## src/rtl/bcdclk_pkg.sv

```systemverilog
package bcdclk_pkg;
  localparam int DIGIT_W    = 4;
  localparam int NUM_DIGITS = 15;
  localparam int ADDR_W     = 4;
  localparam int BANK_W     = 2;
  localparam int VAL_W      = 8;
  localparam logic [ADDR_W-1:0] CTL_ADDR = ADDR_W'(NUM_DIGITS);

  // digit slots; the order is the register address
  localparam int SEC_U = 0,  SEC_T = 1,  MIN_U = 2,  MIN_T = 3;
  localparam int HR_U  = 4,  HR_T  = 5,  WDAY  = 6,  DAY_U = 7;
  localparam int DAY_T = 8,  MON_U = 9,  MON_T = 10, YR_0  = 11;
  localparam int YR_1  = 12, YR_2  = 13, YR_3  = 14;

  typedef logic [DIGIT_W-1:0] digit_t;
  typedef logic [NUM_DIGITS-1:0][DIGIT_W-1:0] digits_t;
  typedef logic [VAL_W-1:0] val_t;

  function automatic val_t bcd_val(digit_t tens, digit_t units);
    return {{(VAL_W-DIGIT_W){1'b0}}, tens} * val_t'(10) + {{(VAL_W-DIGIT_W){1'b0}}, units};
  endfunction

  function automatic digit_t tens_of(val_t v);
    return digit_t'(v / val_t'(10));
  endfunction

  function automatic digit_t units_of(val_t v);
    return digit_t'(v % val_t'(10));
  endfunction

  // slots whose bit 3 is not part of the value
  function automatic digit_t store_mask(int idx);
    return (idx == SEC_T || idx == MIN_T || idx == HR_T || idx == WDAY || idx == DAY_T)
           ? digit_t'(7) : digit_t'(15);
  endfunction

  // leap test on decimal digits: century years use the upper pair
  function automatic logic leap_year(digits_t t);
    val_t lo, hi;
    lo = bcd_val(t[YR_1], t[YR_0]);
    hi = bcd_val(t[YR_3], t[YR_2]);
    return (lo == val_t'(0)) ? (hi[1:0] == 2'b00) : (lo[1:0] == 2'b00);
  endfunction

  function automatic val_t month_len(val_t mon, logic leap);
    case (mon)
      val_t'(2):                                 return leap ? val_t'(29) : val_t'(28);
      val_t'(4), val_t'(6), val_t'(9), val_t'(11): return val_t'(30);
      default:                                   return val_t'(31);
    endcase
  endfunction

  function automatic digits_t reset_digits();
    digits_t r;
    r        = '0;
    r[DAY_U] = digit_t'(1);
    r[MON_U] = digit_t'(1);
    r[YR_3]  = digit_t'(2);
    return r;
  endfunction

  // one second later, with the full carry chain
  function automatic digits_t next_time(digits_t t);
    digits_t n;
    val_t    v;
    val_t    lim;
    logic    cy;
    n  = t;
    v  = bcd_val(t[SEC_T], t[SEC_U]);
    cy = (v >= val_t'(59));
    v  = cy ? val_t'(0) : v + val_t'(1);
    n[SEC_T] = tens_of(v);
    n[SEC_U] = units_of(v);
    if (cy) begin
      v  = bcd_val(t[MIN_T], t[MIN_U]);
      cy = (v >= val_t'(59));
      v  = cy ? val_t'(0) : v + val_t'(1);
      n[MIN_T] = tens_of(v);
      n[MIN_U] = units_of(v);
    end
    if (cy) begin
      v  = bcd_val(t[HR_T], t[HR_U]);
      cy = (v >= val_t'(23));
      v  = cy ? val_t'(0) : v + val_t'(1);
      n[HR_T] = tens_of(v);
      n[HR_U] = units_of(v);
    end
    if (cy) begin
      n[WDAY] = (t[WDAY] >= digit_t'(6)) ? digit_t'(0) : t[WDAY] + digit_t'(1);
      lim = month_len(bcd_val(t[MON_T], t[MON_U]), leap_year(t));
      v   = bcd_val(t[DAY_T], t[DAY_U]);
      cy  = (v >= lim);
      v   = cy ? val_t'(1) : v + val_t'(1);
      n[DAY_T] = tens_of(v);
      n[DAY_U] = units_of(v);
    end
    if (cy) begin
      v  = bcd_val(t[MON_T], t[MON_U]);
      cy = (v >= val_t'(12));
      v  = cy ? val_t'(1) : v + val_t'(1);
      n[MON_T] = tens_of(v);
      n[MON_U] = units_of(v);
    end
    for (int i = YR_0; i <= YR_3; i++) begin
      if (cy) begin
        if (n[i] >= digit_t'(9)) n[i] = '0;
        else begin
          n[i] = n[i] + digit_t'(1);
          cy   = 1'b0;
        end
      end
    end
    return n;
  endfunction
endpackage

```

## src/rtl/bcdclk_tick_seq.sv

```systemverilog
module bcdclk_tick_seq #(
  parameter int BUSY_LEN = 4
) (
  input  logic clk,
  input  logic rst_n,
  input  logic tick,
  input  logic stop,
  output logic busy,
  output logic upd
);
  localparam int CW = $clog2(BUSY_LEN + 1);
  localparam logic [CW-1:0] LEN_V  = CW'(BUSY_LEN);
  localparam logic [CW-1:0] UPD_AT = CW'((BUSY_LEN + 1) / 2);

  logic [CW-1:0] cnt_q;

  always_ff @(posedge clk) begin
    if (!rst_n)               cnt_q <= '0;
    else if (cnt_q != '0)     cnt_q <= cnt_q - CW'(1);
    else if (tick && !stop)   cnt_q <= LEN_V;
  end

  assign busy = (cnt_q != '0);
  assign upd  = (cnt_q == UPD_AT) && !stop;


  busy_start_chk: assert property (@(posedge clk) disable iff (!rst_n)
    (tick && !stop && !busy) |=> busy);


  stop_tick_chk: assert property (@(posedge clk) disable iff (!rst_n)
    (tick && stop && !busy) |=> !busy);
endmodule

```

## src/rtl/bcdclk_calendar.sv

```systemverilog
module bcdclk_calendar
  import bcdclk_pkg::*;
(
  input  logic              clk,
  input  logic              rst_n,
  input  logic              upd,
  input  logic              wr_en,
  input  logic [ADDR_W-1:0] wr_addr,
  input  digit_t            wr_data,
  output digits_t           digits
);
  digits_t tm_q;
  digits_t tm_d;

  // a bus write wins over the update for the digit it hits
  always_comb begin
    tm_d = upd ? next_time(tm_q) : tm_q;
    for (int i = 0; i < NUM_DIGITS; i++) begin
      if (wr_en && wr_addr == ADDR_W'(i)) tm_d[i] = wr_data & store_mask(i);
    end
  end

  always_ff @(posedge clk) begin
    if (!rst_n) tm_q <= reset_digits();
    else        tm_q <= tm_d;
  end

  assign digits = tm_q;


  hour_range_chk: assert property (@(posedge clk) disable iff (!rst_n)
    (upd && !wr_en) |=> (bcd_val(tm_q[HR_T], tm_q[HR_U]) <= val_t'(23)));


  sec_step_chk: assert property (@(posedge clk) disable iff (!rst_n)
    (upd && !wr_en && tm_q[SEC_U] < digit_t'(9)) |=> (tm_q[SEC_U] == $past(tm_q[SEC_U]) + digit_t'(1)));
endmodule

```

## src/rtl/bcdclk_regif.sv

```systemverilog
module bcdclk_regif
  import bcdclk_pkg::*;
(
  input  logic              clk,
  input  logic              rst_n,
  input  logic              bus_we,
  input  logic [ADDR_W-1:0] bus_addr,
  input  digit_t            bus_wdata,
  input  logic              busy,
  input  digits_t           digits,
  output digit_t            bus_rdata,
  output logic              stop,
  output logic [BANK_W-1:0] bank,
  output logic              cal_wr
);
  logic              stop_q;
  logic [BANK_W-1:0] bank_q;
  logic              ctl_hit;

  assign ctl_hit = (bus_addr == CTL_ADDR);

  always_ff @(posedge clk) begin
    if (!rst_n) begin
      stop_q <= 1'b0;
      bank_q <= '0;
    end else if (bus_we && ctl_hit) begin
      stop_q <= bus_wdata[1];
      bank_q <= bus_wdata[3:2];
    end
  end

  assign cal_wr = bus_we && !ctl_hit && (bank_q == '0);
  assign stop   = stop_q;
  assign bank   = bank_q;

  always_comb begin
    bus_rdata = '0;
    if (ctl_hit) bus_rdata = {bank_q, stop_q, busy};
    else if (bank_q == '0) begin
      for (int i = 0; i < NUM_DIGITS; i++) begin
        if (bus_addr == ADDR_W'(i)) bus_rdata = digits[i];
      end
    end
  end


  ctl_write_chk: assert property (@(posedge clk) disable iff (!rst_n)
    (bus_we && ctl_hit) |=> (bank_q == $past(bus_wdata[3:2]) && stop_q == $past(bus_wdata[1])));
endmodule

```

## src/rtl/bcd_calendar_clock.sv

```systemverilog
module bcd_calendar_clock
  import bcdclk_pkg::*;
#(
  parameter int BUSY_LEN = 4
) (
  input  logic              clk,
  input  logic              rst_n,
  input  logic              tick_1hz,
  input  logic              bus_we,
  input  logic [ADDR_W-1:0] bus_addr,
  input  logic [DIGIT_W-1:0] bus_wdata,
  output logic [DIGIT_W-1:0] bus_rdata,
  output logic [BANK_W-1:0] bank_sel
);
  logic    busy;
  logic    upd;
  logic    stop;
  logic    cal_wr;
  digits_t digits;

  bcdclk_tick_seq #(.BUSY_LEN(BUSY_LEN)) u_seq (
    .clk  (clk),
    .rst_n(rst_n),
    .tick (tick_1hz),
    .stop (stop),
    .busy (busy),
    .upd  (upd)
  );

  bcdclk_calendar u_cal (
    .clk    (clk),
    .rst_n  (rst_n),
    .upd    (upd),
    .wr_en  (cal_wr),
    .wr_addr(bus_addr),
    .wr_data(bus_wdata),
    .digits (digits)
  );

  bcdclk_regif u_regs (
    .clk      (clk),
    .rst_n    (rst_n),
    .bus_we   (bus_we),
    .bus_addr (bus_addr),
    .bus_wdata(bus_wdata),
    .busy     (busy),
    .digits   (digits),
    .bus_rdata(bus_rdata),
    .stop     (stop),
    .bank     (bank_sel),
    .cal_wr   (cal_wr)
  );


  idle_hold_chk: assert property (@(posedge clk) disable iff (!rst_n)
    (!busy && !cal_wr) |=> $stable(digits));


  stop_hold_chk: assert property (@(posedge clk) disable iff (!rst_n)
    (stop && !cal_wr) |=> $stable(digits));


  bank_guard_chk: assert property (@(posedge clk) disable iff (!rst_n)
    (bus_we && bank_sel != '0 && bus_addr != CTL_ADDR && !busy) |=> $stable(digits));
endmodule

```

## config.mk

```make
export PLATFORM = sky130hd
export DESIGN_NAME = bcd_calendar_clock
export DESIGN_NICKNAME = d
export VERILOG_FILES = /design/src/rtl/bcdclk_pkg.sv /design/src/rtl/bcdclk_tick_seq.sv /design/src/rtl/bcdclk_calendar.sv /design/src/rtl/bcdclk_regif.sv /design/src/rtl/bcd_calendar_clock.sv
export SDC_FILE = /design/constraint.sdc
export NUM_CORES = 1
export LEC_CHECK = 0
export BUFFER_PORTS_ARGS = -buffer_cell sky130_fd_sc_hd__buf_4
export CORE_MARGIN = 5
export CORE_UTILIZATION = 45
export CTS_BUF_LIST = sky130_fd_sc_hd__clkbuf_4 sky130_fd_sc_hd__clkbuf_8
export DETAILED_ROUTE_END_ITERATION = 8
export PLACE_DENSITY = 0.75
export SLEW_MARGIN = 30
export SYNTH_ARGS = -nofsm -noshare
export SYNTH_HDL_FRONTEND = slang
export SYNTH_SLANG_ARGS = --single-unit
```

## constraint.sdc

```tcl
create_clock -name clk -period 4.6 [get_ports clk]
set_input_delay 0.92 -clock clk [delete_from_list [all_inputs] [get_ports clk]]
set_output_delay 0.92 -clock clk [all_outputs]
set_load 0.03 [all_outputs]
```

==> results.json <==
{
  "vdd_drop_max_mv": 0.147,
  "post_synth_most_frequent_cells": "sky130_fd_sc_hd__nand2_1, sky130_fd_sc_hd__nor2_1, sky130_fd_sc_hd__o21ai_0",
  "slew_headroom": 0.390,
  "grt_first_pass_wirelength_um": 35900,
  "synth_edf_count": 0,
  "post-route-util": 0.508,
  "dominant_combinational_cell_family_by_area_after_synthesis": "compound AO/OA/AOI/OAI gates",
  "finalNetCount": 1104,
  "finClkSkew_ps": 9.83,
  "detail_route.drc_violations": 0,
  "clock_sink_count": 66,
  "synth_cell_type_count": 84,
  "maximum_clock_path_buffer_count": 2,
  "postSynthNetCount": 1090,
  "top_level_ports": 18,
  "sequential_to_total_area_share_from_yosys_stat": 0.175,
  "vias_per_cell": 6.41,
  "die-area_um2": 19500,
  "cts_root_buffer": "sky130_fd_sc_hd__clkbuf_8",
  "synth_xor_area_frac": 0.0460,
  "synth.largest_area_cell": "sky130_fd_sc_hd__dfxtp_1",
  "timing.final.ws_setup_ps": 156,
  "cp_data_required_time_ps": 4900,
  "post_synth_mux_area_share": 0.0408,
  "syn_avg_cell_area_um2": 7.61,
  "slew_violations": 0,
  "final.fill_count": 1600,
  "instance_count_after_placement_with_tap_cells_included": 1212,
  "clock_insertion_delay_worst_skew_ps": 360,
  "area.sequential_um2": 1320,
  "share_of_layout_cells_above_drive_strength_1": 0.124,
  "yosys.area_share.adder": 0.151,
  "hold_path.class": "flip-flop to flip-flop",
  "synthSimpleGateAreaFrac": 0.249,
  "fin_crit_ps": 4440,
  "max-cap-violations": 0,
  "setup_viol": 0,
  "portBuffers": 17,
  "core_area_um2": 16500,
  "report.final.hold_viol_count": 0,
  "multi_input_comb_area_um2": 6050,
  "num_rows": 47,
  "via_count_of_the_first_global_routing_pass": 7295,
  "worst-slew-pin-transition_ps": 915,
  "worst_setup_path_class": "flip-flop to flip-flop",
  "f_max_ghz": 0.225,
  "routedWlPerCell_um": 17.3,
  "arrival_ps": 4740,
  "leakage_component_of_the_power_nw": 3.50,
  "rsz0062_at_grt": "true",
  "post_synth_inst_count": 994,
  "final_cells": 1234,
  "htree_levels": 3,
  "synth-async-reset-ratio": 0,
  "yosysTopAreaCellShare": 0.175,
  "fp.dieH_um": 140,
  "flip_flop_and_latch_count_after_synthesis": 66,
  "critical_path.max_fanout": 6,
  "routed_wirelength_um": 21400,
  "antenna_left": 0,
  "dp.final_hpwl_um": 15700,
  "totalPowerFinal_mw": 1.81,
  "post_synth_main_area_contributors": "sky130_fd_sc_hd__dfxtp_1, sky130_fd_sc_hd__ha_1, sky130_fd_sc_hd__o21ai_0, sky130_fd_sc_hd__nand2_1, sky130_fd_sc_hd__nor2_1",
  "yosys_warnings": 0,
  "run_status": "complete, no violations",
  "antenna_found_initial": 0,
  "initial_core_util": 0.458,
  "period_utilisation_layout": 0.966,
  "post_synth_instance_area_um2": 7570,
  "yosysMostFrequentCell": "sky130_fd_sc_hd__nand2_1",
  "grt_max_degree": 50,
  "dp_worst_setup_slack_ps": -252,
  "yosys_most_used_dff": "sky130_fd_sc_hd__dfxtp_1",
  "worst_setup_path_end_kind": "flip-flop",
  "globalRoute.totalOverflow": 0,
  "route.vias.total": 7907,
  "groute.usage.overall": 0.215,
  "critical_path.startpoint_type": "flip-flop",
  "cts_buffers": 9,
  "cts.clk_slew.worst_paths_ps": 80,
  "drtPass1Iterations": 6,
  "clock_tree_from_tritoncts": "yes",
  "drtIter0Drc": 809,
  "synth_compound_gate_area_share": 0.295,
  "powerDensity_nw_per_um2": 215,
  "routabilityCongestion": 0.924,
  "die_width_um": 140,
  "area.growth.synth_to_final_pct": 11.0
}
[kinds of logic (layout without fill, tap and decap cells)]
group / Yosys count / after routing
compound gates: 328 / 328
xor+xnor: 35 / 35
fa+ha+maj: 84 / 84
buf+inv: 84 / 103
flops: 66 / 66
mux: 23 / 23
other cells: 0 / 1
simple gates: 374 / 374
[metal layers]
layer | wire [µm] | GRT usage
met3 | 1480 | 0.0312
met5 | 0 | 0
met2 | 10100 | 0.356
met4 | 499 | 0.0663
met1 | 9300 | 0.289
[critical path: stages, from the launching register on]
cell	delay (ps)
sky130_fd_sc_hd__dfxtp_2	340
sky130_fd_sc_hd__ha_4	240
sky130_fd_sc_hd__ha_4	160
sky130_fd_sc_hd__fa_2	570
sky130_fd_sc_hd__nand2_1	60
sky130_fd_sc_hd__nor3_2	110
sky130_fd_sc_hd__nor4bb_4	250
sky130_fd_sc_hd__nor3_2	100
sky130_fd_sc_hd__nor4b_2	270
sky130_fd_sc_hd__a22oi_1	120
sky130_fd_sc_hd__ha_1	290
sky130_fd_sc_hd__nand2b_4	110
sky130_fd_sc_hd__a21o_1	120
sky130_fd_sc_hd__nand3_1	70
sky130_fd_sc_hd__o211ai_1	380
sky130_fd_sc_hd__or2_4	240
sky130_fd_sc_hd__nand4_1	200
sky130_fd_sc_hd__or4_1	580
sky130_fd_sc_hd__a31oi_1	160
[through the flow]
stage	area (µm²)	hold WS (ps)	setup TNS [ps]
2_1_floorplan	7570	462	0
4_1_cts	8270	513	0
5_1_grt	8400	533	-110
3_3_place_gp	8010	492	-255
6_report	8400	513	0
3_5_place_dp	8010	497	-1470
[worst paths after layout]
kind / start / endpoint / slack (ps) / cells past startpoint
worst max register to register: u_cal.digits[41] / u_cal.digits[54] / 160 / 18
worst min register to register: u_cal.digits[24] / u_cal.digits[24] / 510 / 2
worst min-delay path: u_cal.digits[24] / u_cal.digits[24] / 510 / 2
worst max-delay path: u_cal.digits[41] / u_cal.digits[54] / 160 / 18
[what timing repair did]
item | CTS | global route
cloned | 0 | 0
buffers inserted | 2 | 3
pin swaps | 3 | 13
hold buffers | 0 | 0
resized for setup | 5 | 22
setup endpoints to repair | 19 | 29
endpoints found under the hold margin | 0 | 0
[layout make-up]
class / count / area share
diodes: 1 / 0.000298
clock buffers: 11 / 0.0173
clock inverters: 5 / 0.00923
inverters: 33 / 0.0147
multi-input cells: 844 / 0.720
flip-flops and latches: 66 / 0.158
well taps: 220 / 0.0328
repair buffers: 54 / 0.0483
[power by group]
| part | switching (mW) | internal, mW | total [mW] |
|---|---|---|---|
| Combinational | 0.362 | 0.236 | 0.598 |
| Clock | 0.239 | 0.324 | 0.563 |
| Sequential | 0.0435 | 0.602 | 0.645 |
[state kept, by name, indices dropped and copies added, names as in the netlist]
| register | count |
|---|---|
| u_regs.bank | 2 |
| u_seq.cnt_q | 3 |
| u_regs.stop | 1 |
| u_cal.digits | 60 |
[cell usage in the layout (no fill, tap or decap), types with 10 or more instances in the layout]
cell,instances
sky130_fd_sc_hd__and3_1,12
sky130_fd_sc_hd__nand4_1,18
sky130_fd_sc_hd__fa_1,11
sky130_fd_sc_hd__mux2i_1,14
sky130_fd_sc_hd__and2_1,11
sky130_fd_sc_hd__xor2_1,15
sky130_fd_sc_hd__a21o_1,18
sky130_fd_sc_hd__a21oi_1,50
sky130_fd_sc_hd__inv_1,32
sky130_fd_sc_hd__nor3_1,19
sky130_fd_sc_hd__xnor2_1,17
sky130_fd_sc_hd__nand2_1,96
sky130_fd_sc_hd__a31oi_1,35
sky130_fd_sc_hd__nor2_1,82
sky130_fd_sc_hd__or3_1,11
sky130_fd_sc_hd__a211oi_1,16
sky130_fd_sc_hd__o21ai_0,76
sky130_fd_sc_hd__nand3_1,52
sky130_fd_sc_hd__dfxtp_1,64
sky130_fd_sc_hd__o211ai_1,26
sky130_fd_sc_hd__clkbuf_8,10
sky130_fd_sc_hd__ha_1,70
sky130_fd_sc_hd__nand2b_1,10
sky130_fd_sc_hd__buf_4,54
Note: power is estimated with default switching activity, not from simulation.
